===== src/rtl/cic5_pkg.sv =====
`timescale 1ns/1ps
package cic5_pkg;
  localparam int NSEC   = 5;
  localparam int DIN_W  = 20;
  localparam int DIN_F  = 18;
  localparam int DOUT_W = 20;
  localparam int DOUT_F = -12;

  localparam int INT_W  [NSEC] = '{49, 43, 37, 33, 28};
  localparam int INT_F  [NSEC] = '{17, 11, 5, 1, -4};
  localparam int COMB_W [NSEC] = '{26, 25, 24, 23, 23};
  localparam int COMB_F [NSEC] = '{-6, -7, -8, -9, -9};

  localparam int INT_MAX_W  = 49;
  localparam int COMB_MAX_W = 26;

  function automatic int int_in_w(int k);
    return (k == 0) ? DIN_W : INT_W[k-1];
  endfunction

  function automatic int int_shift(int k);
    return ((k == 0) ? DIN_F : INT_F[k-1]) - INT_F[k];
  endfunction

  function automatic int comb_in_w(int k);
    return (k == 0) ? INT_W[NSEC-1] : COMB_W[k-1];
  endfunction

  function automatic int comb_shift(int k);
    return ((k == 0) ? INT_F[NSEC-1] : COMB_F[k-1]) - COMB_F[k];
  endfunction

  localparam int OUT_SHIFT = COMB_F[NSEC-1] - DOUT_F;
endpackage


===== src/rtl/cic5_integ.sv =====
`timescale 1ns/1ps
module cic5_integ #(
  parameter int IN_W  = 20,
  parameter int W     = 49,
  parameter int SHIFT = 1
) (
  input  logic          clk,
  input  logic          rst_n,
  input  logic          en,
  input  logic [IN_W-1:0] din,
  output logic [W-1:0]  acc
);
  localparam int TW = IN_W - SHIFT;

  logic signed [TW-1:0] kept;
  logic signed [W-1:0]  addend;
  logic [W-1:0]         acc_d, acc_q;

  assign kept   = din[IN_W-1:SHIFT];
  assign addend = W'(kept);

  always_comb begin
    acc_d = acc_q;
    if (en) acc_d = acc_q + addend;
  end

  always_ff @(posedge clk or negedge rst_n) begin
    if (!rst_n) acc_q <= '0;
    else        acc_q <= acc_d;
  end

  assign acc = acc_q;

  // an idle input cycle leaves the accumulator untouched
  p_idle_hold_r6: assert property (@(posedge clk) disable iff (!rst_n)
    !en |=> $stable(acc_q));
endmodule


===== src/rtl/cic5_comb.sv =====
`timescale 1ns/1ps
module cic5_comb #(
  parameter int IN_W  = 28,
  parameter int W     = 26,
  parameter int SHIFT = 2
) (
  input  logic            clk,
  input  logic            rst_n,
  input  logic            en,
  input  logic [IN_W-1:0] din,
  output logic [W-1:0]    dout,
  output logic            vout
);
  logic [W-1:0] x;
  logic [W-1:0] dly_d, dly_q, y_d, y_q;
  logic         v_q;

  assign x = din[IN_W-1:SHIFT];

  always_comb begin
    dly_d = dly_q;
    y_d   = y_q;
    if (en) begin
      y_d   = x - dly_q;
      dly_d = x;
    end
  end

  always_ff @(posedge clk or negedge rst_n) begin
    if (!rst_n) begin
      dly_q <= '0;
      y_q   <= '0;
      v_q   <= 1'b0;
    end else begin
      dly_q <= dly_d;
      y_q   <= y_d;
      v_q   <= en;
    end
  end

  assign dout = y_q;
  assign vout = v_q;

  // a comb section moves only when it is enabled
  p_comb_hold_r4: assert property (@(posedge clk) disable iff (!rst_n)
    !en |=> $stable(y_q) && !vout);
endmodule


===== src/rtl/cic5_decim_ctrl.sv =====
`timescale 1ns/1ps
module cic5_decim_ctrl #(
  parameter int CNT_W = 6
) (
  input  logic clk,
  input  logic rst_n,
  input  logic in_valid,
  output logic tick
);
  logic [CNT_W-1:0] cnt_d, cnt_q;
  logic             tick_d, tick_q;

  always_comb begin
    cnt_d  = cnt_q;
    tick_d = 1'b0;
    if (in_valid) begin
      cnt_d  = cnt_q + 1'b1;
      tick_d = &cnt_q;
    end
  end

  always_ff @(posedge clk or negedge rst_n) begin
    if (!rst_n) begin
      cnt_q  <= '0;
      tick_q <= 1'b0;
    end else begin
      cnt_q  <= cnt_d;
      tick_q <= tick_d;
    end
  end

  assign tick = tick_q;

  // a tick follows an accepted sample and lands on the counter wrap
  p_tick_on_wrap_r2: assert property (@(posedge clk) disable iff (!rst_n)
    tick_q |-> $past(in_valid) && (cnt_q == '0));
endmodule


===== src/rtl/cic5_pruned_decim.sv =====
`timescale 1ns/1ps
module cic5_pruned_decim
  import cic5_pkg::*;
#(
  parameter int DEC_LOG2 = 6
) (
  input  logic              clk,
  input  logic              rst_n,
  input  logic              in_valid,
  input  logic [DIN_W-1:0]  in_data,
  output logic              out_valid,
  output logic [DOUT_W-1:0] out_data
);
  logic [INT_MAX_W-1:0]  int_bus  [NSEC];
  logic [COMB_MAX_W-1:0] comb_bus [NSEC];
  logic [NSEC-1:0]       comb_v;
  logic                  tick;

  cic5_decim_ctrl #(.CNT_W(DEC_LOG2)) u_ctrl (
    .clk(clk), .rst_n(rst_n), .in_valid(in_valid), .tick(tick)
  );

  for (genvar k = 0; k < NSEC; k++) begin : g_int
    localparam int IW = int_in_w(k);
    localparam int W  = INT_W[k];
    logic [IW-1:0] din_w;
    logic [W-1:0]  acc_w;
    if (k == 0) begin : g_src
      assign din_w = in_data;
    end else begin : g_src
      assign din_w = int_bus[k-1][IW-1:0];
    end
    cic5_integ #(.IN_W(IW), .W(W), .SHIFT(int_shift(k))) u_integ (
      .clk(clk), .rst_n(rst_n), .en(in_valid), .din(din_w), .acc(acc_w)
    );
    assign int_bus[k] = INT_MAX_W'($signed(acc_w));
  end

  for (genvar k = 0; k < NSEC; k++) begin : g_comb
    localparam int IW = comb_in_w(k);
    localparam int W  = COMB_W[k];
    logic [IW-1:0] din_w;
    logic [W-1:0]  y_w;
    logic          en_w;
    if (k == 0) begin : g_src
      assign din_w = int_bus[NSEC-1][IW-1:0];
      assign en_w  = tick;
    end else begin : g_src
      assign din_w = comb_bus[k-1][IW-1:0];
      assign en_w  = comb_v[k-1];
    end
    cic5_comb #(.IN_W(IW), .W(W), .SHIFT(comb_shift(k))) u_comb (
      .clk(clk), .rst_n(rst_n), .en(en_w), .din(din_w),
      .dout(y_w), .vout(comb_v[k])
    );
    assign comb_bus[k] = COMB_MAX_W'($signed(y_w));
  end

  assign out_valid = comb_v[NSEC-1];
  assign out_data  = comb_bus[NSEC-1][OUT_SHIFT+DOUT_W-1:OUT_SHIFT];

  // result strobe is one cycle wide
  p_single_pulse_r2: assert property (@(posedge clk) disable iff (!rst_n)
    out_valid |=> !out_valid);

  // output word only changes together with the strobe
  p_out_hold_r5: assert property (@(posedge clk) disable iff (!rst_n)
    !out_valid |-> $stable(out_data));

  // only one comb section is active per cycle
  p_comb_onehot_r7: assert property (@(posedge clk) disable iff (!rst_n)
    $onehot0(comb_v));

  // strobe appears a fixed number of edges after the tick
  p_latency_r7: assert property (@(posedge clk) disable iff (!rst_n)
    out_valid |-> $past(tick, NSEC));
endmodule


===== config.mk =====
export PLATFORM = sky130hd
export DESIGN_NAME = cic5_pruned_decim
export DESIGN_NICKNAME = d
export VERILOG_FILES = /design/src/rtl/cic5_pkg.sv /design/src/rtl/cic5_integ.sv /design/src/rtl/cic5_comb.sv /design/src/rtl/cic5_decim_ctrl.sv /design/src/rtl/cic5_pruned_decim.sv
export SDC_FILE = /design/constraint.sdc
export NUM_CORES = 1
export LEC_CHECK = 0
export ABC_AREA = 1
export ABC_CLOCK_PERIOD_IN_PS = 3550
export BUFFER_PORTS_ARGS = -buffer_cell sky130_fd_sc_hd__buf_2
export CAP_MARGIN = 20
export CORE_MARGIN = 4
export CORE_UTILIZATION = 47
export CTS_BUF_LIST = sky130_fd_sc_hd__clkbuf_8
export CTS_CLUSTER_DIAMETER = 80
export DETAILED_ROUTE_END_ITERATION = 12
export GPL_ROUTABILITY_DRIVEN = 0
export PLACE_DENSITY = 0.59
export SKIP_CTS_REPAIR_TIMING = 1
export SLEW_MARGIN = 10
export SYNTH_ARGS = -nofsm -noshare
export SYNTH_HDL_FRONTEND = slang
export SYNTH_SLANG_ARGS = --single-unit

===== constraint.sdc =====
create_clock -name clk -period 3.55 [get_ports clk]
set_input_delay 0 -clock clk [delete_from_list [all_inputs] [get_ports clk]]
set_output_delay 0 -clock clk [all_outputs]
set_load 0.02 [all_outputs]

# ---- Word-level counts from Yosys, hierarchy flattened
# Index checks and enable logic that the tools add are counted.
dict set report op_classes {
  addsub 11
  n_mux 1
  n_reduce_logical 1
}
# operator n
set ops {}
lappend ops {{adder 49 bit} 1}
lappend ops {{subtractor 23 bit} 2}
lappend ops {{adder 43 bit} 1}
lappend ops {{adder 37 bit} 1}
lappend ops {{adder 33 bit} 1}
lappend ops {{adder 28 bit} 1}
lappend ops {{subtractor 26 bit} 1}
lappend ops {{subtractor 25 bit} 1}
lappend ops {{subtractor 24 bit} 1}
lappend ops {{adder 6 x 1 -> 6 bit (second input constant)} 1}
lappend ops {{AND reduction 6 bit} 1}
lappend ops {{two-way mux 1 bit} 1}
dict set report totals {
  ff_bits 444
  in_bits 23
  out_inout_bits 21
  elab_cells 35
}

# ---- Depth between registers and ports, before layout
dict set report logic_depth {
  depth_word 2
  mapped_depth 15
  ltp_nobuf 15
}

# ---- By module
# Synthesis repeated with hierarchy kept, for this count alone.
dict set report unflattened {
  hier_cells 6562
  area_unflattened_um2 40060.9
}
# mod instances cells_per_inst area_per_inst_um2 seq_area_each_um2
set modules_own_cells {}
lappend modules_own_cells {{cic5_integ (g_int[0].u_integ)} 1 1121 6216.0 1226.2}
lappend modules_own_cells {{cic5_integ (g_int[1].u_integ)} 1 861 4937.2 1076.0}
lappend modules_own_cells {{cic5_integ (g_int[2].u_integ)} 1 656 3972.6 925.9}
lappend modules_own_cells {{cic5_comb (g_comb[0].u_comb)} 1 583 3816.2 1326.3}
lappend modules_own_cells {{cic5_comb (g_comb[1].u_comb)} 1 580 3762.4 1276.2}
lappend modules_own_cells {{cic5_integ (g_int[3].u_integ)} 1 642 3658.5 825.8}
lappend modules_own_cells {{cic5_comb (g_comb[2].u_comb)} 1 540 3512.1 1226.2}
lappend modules_own_cells {{cic5_comb (g_comb[4].u_comb)} 1 515 3419.5 1176.1}
lappend modules_own_cells {{cic5_comb (g_comb[3].u_comb)} 1 514 3414.5 1176.1}
lappend modules_own_cells {{cic5_integ (g_int[4].u_integ)} 1 514 3029.2 700.7}
lappend modules_own_cells {cic5_decim_ctrl 1 36 322.8 175.2}

# ---- Worst setup path before layout
# No wires, ideal clock.
dict set report synth_path {
  path_type {register to register}
  from {reg g_int[3].u_integ.acc_q[5]}
  to {reg g_int[4].u_integ.acc_q[12]}
  setup_ps 118
  arrival_time_ps 1868
  path_slack_ps 1564
  path_stages_with_launch 14
  path_buffers 0
  synth_period_minus_slack_ps 1986
  path_cell_list {dfrtp_1 ha_1 fa_1 nand2_1 nand3_1 nand3_1 nand2_2 nand2_1 nand2_1 nand2_1 nand2_1 or2_1 nand3_1 nand2_1}
}
dict set report synth_via {
  elab_chain_cells 1
}
# item line
set synth_lines {}
lappend synth_lines {{from (decl)} cic5_integ.sv:17} ;# logic [W-1:0] acc_d, acc_q;
lappend synth_lines {{from (signal assigned)} cic5_integ.sv:28} ;# if (!rst_n) acc_q <= '0;
lappend synth_lines {{from (signal assigned)} cic5_integ.sv:29} ;# else acc_q <= acc_d;
lappend synth_lines {{adder 28 bit} cic5_integ.sv:24} ;# if (en) acc_d = acc_q + addend;
lappend synth_lines {{to (signal assigned)} cic5_integ.sv:28}
lappend synth_lines {{to (signal assigned)} cic5_integ.sv:29}
lappend synth_lines {{to (decl)} cic5_integ.sv:17}
# Every way passes these cells.
# A chain may end at the register's enable or synchronous reset.

# ---- Worst setup path in the final report
dict set report layout_path {
  from {reg g_int[0].u_integ.acc_q[0]}
  to {reg g_int[0].u_integ.acc_q[22]}
}
dict set report layout_via {
  elab_chain_cells 1
}
# item line
set layout_lines {}
lappend layout_lines {{from (decl)} cic5_integ.sv:17}
lappend layout_lines {{from (signal assigned)} cic5_integ.sv:28}
lappend layout_lines {{from (signal assigned)} cic5_integ.sv:29}
lappend layout_lines {{adder 49 bit} cic5_integ.sv:24}
# Every way passes these cells.

==> impl_metrics.py <==
metrics = {
    "clock_tree": {
        "clock_latency_ns": 0.70,
        "numClockSinks": 438,
        "cts.path.max_buffers": 3,
        "htree_levels": 3,
        "root_buffer": "clkbuf_8",
        "cts_tree": "built",
        "cts.clk_slew.worst_paths_ns": 0.06,
        "cts_made_buffers": 84,
    },
    "yosys": {
        "synth_top_area_share_pct": 29.7,
        "synth_cells": 5810,
        "synth-seq-cells": 438,
        "yosysWarnings": 0,
        "synth_cell_types": 45,
        "synth_area_per_cell_um2": 6.36,
        "yosysSeqAreaShare_pct": 29.7,
        "synth_top_area_cell": "dfrtp_1",
        "synth_fp_nets": 6140,
        "syn-cell-area_um2": 36900,
        "synthTopCellsByArea": "dfrtp_1 30%, nand2_1 22%, ha_1 10%",
    },
    "global_route": {
        "grt_antenna_before_repair": 1,
        "first_global_vias": 32700,
        "grt_pass1_wl_um": 169000,
        "grt_max_degree": 104,
        "top_usage_layer": "met2",
        "track_usage_pct": 24.7,
        "grt_use_met3_pct": 3.38,
        "overflow": 0,
        "grtUsageMet2_pct": 38.7,
        "met1_usage_pct": 36.0,
    },
    "critical_path": {
        "path_class": "reg2reg",
        "reg2reg_from": "g_int[0].u_integ.acc[0]",
        "crit_path_start_kind": "flip-flop",
        "rr_worst_depth": 11,
        "cp-end-kind": "flip-flop",
        "rr_endpoint": "g_int[0].u_integ.acc[22]",
        "crit_fanout": 3,
        "reg2reg_slack_ns": 1.17,
        "critPathArrivalTime_ns": 2.93,
        "worst_ep_required_time_ns": 4.10,
    },
    "cells_and_area": {
        "layout_commonest_cell": "nand2_1",
        "final_cell_mix": "2,126 x nand2_1, 918 x inv_1, 433 x dfrtp_1",
        "instances_no_fill": 6998,
        "fillers": 8096,
        "area_delta_synth_final_pct": 9.52,
        "drive_above_1_share_pct": 5.25,
        "nets": 6220,
        "regArea_um2": 11000,
        "multi_input_area_um2": 22200,
    },
    "placed_design": {
        "dpl.hpwl_um": 80700,
        "dpl_worst_slack_ns": 1.21,
        "portBuffers": 42,
        "dp_cells": 6819,
    },
    "sta": {
        "drv_slew": 0,
        "worst_slack_ns": 1.17,
        "max_freq_mhz": 421,
        "holdWs_ns": 0.161,
        "post-route-period-util_pct": 67.0,
        "skew_ns": 0.0467,
        "grt_setup_unrepaired": "no",
        "fin_crit_ns": 2.38,
        "hold_violations": 0,
        "relSlewSlack_pct": 41.0,
        "setup_viol": 0,
        "setup_tns_ns": 0,
        "tightest_slew_ns": 0.884,
    },
    "floorplan": {
        "boundaryPins": 44,
        "fp.dieH_um": 288,
        "core.rowCount": 102,
        "start_util_pct": 47.5,
        "dieArea_um2": 83100,
        "core_area_um2": 77700,
        "die_w_um": 288,
    },
    "run": {
        "maxCapViolCount": 0,
    },
    "routing": {
        "vias": 35100,
        "routed_wl_um": 103000,
        "wl_per_cell_um": 14.6,
        "vias_per_cell": 5.01,
        "drt_pass1_iterations": 6,
        "drtAntennaViolNets": 0,
        "drtIter0Drc": 2463,
        "drc": 0,
    },
    "worst_hold_path": {
        "whs_endpoint": "g_int[0].u_integ.acc[48]",
        "hold_path.class": "in2reg",
        "hold_depth": 6,
        "min_from": "in_data[19]",
    },
    "run_status": {
        "status": "finished, final reports clean",
    },
}
final cells by class:
type | instances | share of cell area (%)
flip-flops and latches | 438 | 27.1
clock buffers | 108 | 3.68
inverters | 909 | 8.45
well taps | 1040 | 3.22
repair buffers | 86 | 1.73
diodes | 1 | 0.00619
multi-input cells | 4371 | 54.9
clock inverters | 45 | 0.940
Yosys cell counts (all sizes together):
cell type and count:
nand4 61, fa 9, buf 25, dfrtp 438, nand2 2158, ha 298, nand3 358, nor3 65
a211oi 1, o21ai 394, nor2 428, a21boi 3, and3 2, or2 26, a21oi 318, a31oi 10
and2 12, a21o 10, o21bai 26, clkinv 3, clkbuf 67, inv 906, nor3b 3, nor4 7
o22ai 2, o21a 4, xnor2 96, xor2 40, o2111ai 2, nand3b 34, o31ai 4
critical path, cell delays in order, from the launching register on:
cell     delay (ns)
dfrtp_1        0.40
ha_1           0.23
fa_1           0.44
nand2_1        0.16
nand2_1        0.09
nand3_1        0.07
nand2_1        0.11
nand3_1        0.10
nand3_1        0.19
or2_2          0.33
nand3_1        0.06
nand2_1        0.06
state kept, by name, indices dropped and copies added (netlist names):
signal,flops
g_comb.u_comb.vout,5
g_comb.u_comb.dly_q,121
g_int.u_integ.acc,190
u_ctrl.cnt_q,6
u_ctrl.tick,1
g_comb.u_comb.dout,115
per-layer routing:
layer | routed length [um] | up-vias | share of wire (%)
met1 | 51500 | 15700 | 50
met3 | 4860 | 154 | 4.7
met5 | 0 | - | 0
met2 | 43500 | 649 | 42
met4 | 2640 | 0 | 2.6
li1 | - | 18600 | -
worst max path at each step:
stage,start,to,slack [ns]
2_1_floorplan,g_int[3].u_integ.acc[5],g_int[4].u_integ.acc[12],1.56
3_3_place_gp,g_int[0].u_integ.acc[6],g_int[1].u_integ.acc[36],1.21
3_5_place_dp,g_int[1].u_integ.acc[6],g_int[2].u_integ.acc[32],1.21
4_1_cts,g_comb[2].u_comb.dout[1],g_comb[3].u_comb.dout[6],1.19
5_1_grt,g_int[0].u_integ.acc[0],g_int[0].u_integ.acc[22],0.96
6_report,g_int[0].u_integ.acc[0],g_int[0].u_integ.acc[22],1.17
cells by family after synthesis:
family                     Yosys count  share of synthesized area [%]
and+or+nand+nor                   3154                           35.3
adders and majority gates          307                           10.6
AOI/OAI and AO/OA                  774                           11.0
DFF                                438                           29.7
buffers and inverters             1001                           10.2
xor gates and xnor gates           136                           3.23
through the flow:
stage	util (%)	cell area, um^2
floorplan	-	36900
global placement	49.3	38300
detailed placement	49.3	38300
CTS	51.7	40200
global route	52.0	40400
finish	52.0	40400
Power is not shown: default switching activity piles up to over one toggle a cycle in this logic, so the estimate is an artifact.
